===== config.mk =====
export PLATFORM = sky130hd
export DESIGN_NAME = bus_quiet_timer
export DESIGN_NICKNAME = d
export VERILOG_FILES = /design/src/rtl/bus_quiet_timer.sv
export SDC_FILE = /design/constraint.sdc
export NUM_CORES = 1
export LEC_CHECK = 0
export BUFFER_PORTS_ARGS = -buffer_cell sky130_fd_sc_hd__clkbuf_2
export CORE_MARGIN = 3
export CORE_UTILIZATION = 45
export DETAILED_ROUTE_END_ITERATION = 10
export PLACE_DENSITY = 0.7
export RECOVER_POWER = 25
export SLEW_MARGIN = 40
export SYNTH_ARGS = -nofsm -noshare
export SYNTH_HDL_FRONTEND = slang
export SYNTH_SLANG_ARGS = --single-unit
export TNS_END_PERCENT = 100

===== constraint.sdc =====
create_clock -name clk -period 4.9 [get_ports clk]
set_input_delay 0.735 -clock clk [delete_from_list [all_inputs] [get_ports clk]]
set_output_delay 0.735 -clock clk [all_outputs]
set_load 0.01 [all_outputs]

===== src/rtl/bus_quiet_timer.sv =====
module bus_quiet_timer #(
  parameter int WAIT_W = 8,
  parameter int LEN_W  = 10
) (
  input  logic              clk,
  input  logic              rst_n,
  input  logic              rx,
  input  logic              bit_tick,
  input  logic              tx_pending,
  input  logic              brk_sync_en,
  input  logic [WAIT_W-1:0] idle_wait_len,
  input  logic [LEN_W-1:0]  permit_len,
  input  logic [LEN_W-1:0]  max_idle_len,
  output logic              bus_idle,
  output logic              tx_permit,
  output logic              send_break
);
  localparam int CNT_W = (LEN_W > WAIT_W) ? LEN_W : WAIT_W;
  localparam logic [CNT_W-1:0] CNT_MAX = '1;
  localparam logic [CNT_W-1:0] CNT_ONE = CNT_W'(1);

  logic [CNT_W-1:0] quiet_cnt;
  logic [CNT_W-1:0] cnt_nxt;
  logic             missed;
  logic             brk_done;
  logic             step;
  logic             hit_permit;
  logic             brk_req;

  assign step       = rx && bit_tick && (quiet_cnt != CNT_MAX);
  assign cnt_nxt    = !rx ? '0 : (step ? quiet_cnt + CNT_ONE : quiet_cnt);
  assign hit_permit = step && ((quiet_cnt + CNT_ONE) == CNT_W'(permit_len));
  assign brk_req    = brk_sync_en && rx && tx_pending && missed && !brk_done &&
                      (quiet_cnt > CNT_W'(max_idle_len));
  assign bus_idle   = quiet_cnt >= CNT_W'(idle_wait_len);

  always_ff @(posedge clk or negedge rst_n) begin
    if (!rst_n) begin
      quiet_cnt  <= '0;
      tx_permit  <= 1'b0;
      send_break <= 1'b0;
      missed     <= 1'b0;
      brk_done   <= 1'b0;
    end else begin
      quiet_cnt  <= cnt_nxt;
      tx_permit  <= hit_permit;
      send_break <= brk_req;
      if (!rx) begin
        missed   <= 1'b0;
        brk_done <= 1'b0;
      end else begin
        if (hit_permit && !tx_pending) missed <= 1'b1;
        if (brk_req) brk_done <= 1'b1;
      end
    end
  end

  p_rx_low_clears_r2: assert property (@(posedge clk) disable iff (!rst_n)
    (!rx && idle_wait_len != '0) |=> !bus_idle);

  p_permit_one_clock_r4: assert property (@(posedge clk) disable iff (!rst_n)
    tx_permit |=> !tx_permit);

  p_no_wrap_r5: assert property (@(posedge clk) disable iff (!rst_n)
    (quiet_cnt == CNT_MAX && rx) |=> quiet_cnt == CNT_MAX);

  p_break_past_limit_r6: assert property (@(posedge clk) disable iff (!rst_n)
    send_break |-> $past(quiet_cnt) > CNT_W'($past(max_idle_len)));

  p_break_one_clock_r8: assert property (@(posedge clk) disable iff (!rst_n)
    send_break |=> !send_break);

  p_no_break_off_r9: assert property (@(posedge clk) disable iff (!rst_n)
    !brk_sync_en |=> !send_break);
endmodule


== After elaboration in Yosys (flattened, before gate mapping) ==
Index checks and enable logic that the tools add are counted.

* Output and inout bits: 3
* Bits in registers: 14
* Input bits: 34

* $add $sub $neg: 1
* Eq/ne operators: 5
* Magnitude comparators: 2
* Reduce and logical (&&, ||, !) cells: 11
* Multiplexer cells: 6

{| class="wikitable"
|+ Operators with widths
! cell !! count
|-
| $mux W10 || 2
|-
| $add A10 B1 Y10 const B || 1
|-
| $eq A10 B10 Y1 || 1
|-
| $ge A10 B8 Y1 || 1
|-
| $gt A10 B10 Y1 || 1
|-
| $ne A10 B10 Y1 const B || 1
|-
| $logic_and A1 B1 Y1 || 9
|-
| $ne A2 B1 Y1 const B || 3
|-
| $mux W1 || 4
|-
| $logic_not A1 Y1 || 2
|}

== Longest topological paths before layout ==
* Word-level depth: 7
* Mapped depth: 8

== Worst setup path after synthesis ==
OpenSTA, ideal clock, no wires.

* Kind: in2out
* Start point: input idle_wait_len[0]
* End point: output bus_idle
* Buffers on the path: 0
* Arrival time: 1.634 ns
* Path slack: 2.531 ns
* Stages on the path: 7
* Data required time: 4.165 ns
* Cells stage by stage: ha_1 > nand2b_1 > a21oi_1 > nor2b_1 > o21ai_0 > a21o_1 > a21oi_1

* Word-level cells in the longest chain between the ends: 1

{| class="wikitable"
|+ Ends and longest elaborated chain
! element !! line !! text
|-
| start, declared || 11 || <nowiki>input logic [WAIT_W-1:0] idle_wait_len,</nowiki>
|-
| $ge A10 B8 Y1 || 35 || <nowiki>assign bus_idle = quiet_cnt >= CNT_W'(idle_wait_len);</nowiki>
|-
| end, declared || 14 || <nowiki>output logic bus_idle,</nowiki>
|}

No other way between the ends.

== Final worst setup path ==
* Start point: register quiet_cnt[0]
* End point: output bus_idle

* Word-level cells in the longest chain between the ends: 1

{| class="wikitable"
|+ Ends and longest elaborated chain
! element !! line !! text
|-
| start, declared || 22 || <nowiki>logic [CNT_W-1:0] quiet_cnt;</nowiki>
|-
| start signal, assigned || 45 || <nowiki>quiet_cnt <= cnt_nxt;</nowiki>
|-
| $ge A10 B8 Y1 || 35 ||
|}

No other way between the ends.

==> results.cfg <==
[min_path]
min_path_type = in2async

[routing]
drtIter0Drc = 37
routed_wl_mm = 3.03
route.antenna.remaining_nets = 0
num_vias = 1258
post-route-drc-count = 0
via_per_inst = 5.47
wl_per_cell_um = 13.2
firstDrtPassIters = 4

[power]
clkPwrFrac_pct = 31.3
p_sw_share_pct = 26.9
power_leakage_uw = 0.000873
p_sw_uw = 70.0
ir_worst_vdd_mv = 0.0713
seqPwrFrac_pct = 46.8
power_density_mw_per_mm2 = 163
intPower_uw = 190
comb_power_share_pct = 21.9

[cts]
clk_latency_ns = 0.28
cts_tree = built
clock-sinks = 14
post_cts_resized = 0
post_cts_buffers = 0
htree_levels = 1
clock_path_buffers = 2
ctsHoldBuffers = 0
cts_buffers = 3
clkTransAtPathRegs_ns = 0.08
ctsRootBufferMaster = clkbuf_4

[final_layout]
seq_area_um2 = 350
final_common_cell = clkbuf_2
n_antenna_cell = 0
multiInputGateArea_um2 = 920
fill_cells = 271
final_cell_mix = 35 x clkbuf_2, 20 x inv_1, 19 x ha_1
nets = 253
finalCoreUtilization_pct = 56.5
layout-drive-gt1-share_pct = 23.1
synthToLayoutAreaGrowth_pct = 16.8

[timing]
setup_tns_ns = 0
rsz0062_at_grt = false
hold_violations = 0
finalClockSkew_ns = 0.00306
final_max_slew_viol_count = 0
setup_ws_ns = 2.15
finalSetupViolations = 0
worst_pin_slew_ns = 0.717
max_freq_mhz = 364
finalCritPeriodShare_pct = 56.0
slew_headroom_pct = 52.2
period_needed_ns = 2.75

[synthesis]
syn_inst = 163
synth-seq-area-share_pct = 25.6
synth.avg_cell_area_um2 = 8.40
yosysWarnings = 0
syn-cell-area_mm2 = 0.00137
async_reset_ff_share_pct = 100
syn-num-nets = 216
synth_edf_count = 0
synth.ff_latch_count = 14
synth_cell_types = 38
synthFlopType = dfrtp_1

[flow_run]
drv_cap = 0

[worst_setup_path]
crit_required_ns = 4.16
ff2ff_setup_slack_ns = 2.47
start_kind = flip-flop
endpoint_kind = output pin
crit_arrival_ns = 2.01
crit_fanout = 7
critPathKind = reg2out

[floorplan]
core-area_mm2 = 0.00283
io_pins = 37
initial_core_util_pct = 48.4
fp.dieH_um = 61.2
die-area_mm2 = 0.00374
row_count = 19
dieWidth_um = 61.2

[grt]
antenna_found_initial = 0
grt_max_degree = 15
grt_pass1_vias = 1208
grt.total_usage_pct = 17.9
grt_pass1_wl_mm = 5.11
gr-total-overflow = 0

[status]
status = completed

[placement]
place.gp.congestion = 0.789
pre_cts_ws_ns = 2.18
portBuffers = 36
hpwl_mm = 2.56
## per-layer routing
metal,GRT usage [%],vias up,share of wire (%)
li1,-,656,-
met1,22.6,551,44
met2,31.7,45,49
met3,1.68,6,4.8
met4,6.50,0,1.9
met5,0,-,0
## registers in the layout, indices dropped and copies added (netlist names)
signal      flops
quiet_cnt      10
brk_done        1
missed          1
send_break      1
tx_permit       1
## worst max-delay path, stage by stage (launching register included)
cell	delay (ns)
dfrtp_1	0.48
inv_1	0.10
ha_1	0.28
nand2b_1	0.14
a21oi_1	0.15
nor2b_1	0.06
o21ai_0	0.19
a21o_1	0.14
a21oi_1	0.05
clkbuf_2	0.13
## logic make-up (layout without fill, tap and decap cells)
group | Yosys count | count (layout) | synth area share (%)
AO/OA/AOI/OAI | 39 | 39 | 17.8
XOR/XNOR | 13 | 13 | 8.87
adder cells (fa/ha/maj) | 19 | 19 | 17.4
buffers and inverters | 24 | 60 | 7.22
flip-flops | 14 | 14 | 25.6
multiplexers | 3 | 3 | 2.19
AND/OR/NAND/NOR | 51 | 51 | 20.9
## final timing paths
path | start | endpoint | cells past startpoint
setup / recovery | quiet_cnt[0] | bus_idle | 9
hold / removal | rst_n | tx_permit | 1
setup reg to reg | quiet_cnt[0] | missed | 6
hold reg to reg | brk_done | brk_done | 1
max in group asynchronous | rst_n | quiet_cnt[7] | 1
min in group clk | brk_done | brk_done | 1
## synthesized netlist by cell type, types with 3 or more instances
| library cell | instances | area (um2) |
|---|---|---|
| xnor2_1 | 8 | 70.1 |
| ha_1 | 19 | 238 |
| nand2_1 | 11 | 41.3 |
| or3_1 | 4 | 25.0 |
| nand3_1 | 6 | 30.0 |
| o21ai_0 | 15 | 75.1 |
| nor2b_1 | 4 | 25.0 |
| a31oi_1 | 3 | 18.8 |
| inv_1 | 20 | 75.1 |
| a21oi_1 | 10 | 50.1 |
| dfrtp_1 | 14 | 350 |
| xor2_1 | 4 | 35.0 |
| nor2_1 | 7 | 26.3 |
| mux2i_1 | 3 | 30.0 |
| and3_1 | 3 | 18.8 |
## power by group through the flow
stage	combinational, uW	clock (uW)	sequential (uW)
global placement	54.6	0	124
global route	66.2	86.6	122
finish	57.0	81.5	122
floorplan	33.5	0	122
detailed placement	57.6	0	124
CTS	58.0	81.7	122
## final cells by class
cell class	instances	share of cell area, %
Multi-Input combinational cell	125	57.5
Sequential cell	14	21.9
Timing Repair Buffer	36	11.2
Inverter	20	4.69
Tap cell	31	2.43
Clock buffer	4	2.27
## per-stage QoR
stage                     cell area (um2)  std cells  power [uW]  hold WS [ns]
final                                1600        230         260         0.474
after CTS                            1600        230         261         0.350
after global routing                 1600        230         275         0.511
after global placement               1560        226         178         0.472
after floorplan                      1370        163         156         0.439
after detailed placement             1560        226         181         0.477
(Power assumes the default switching activity.)
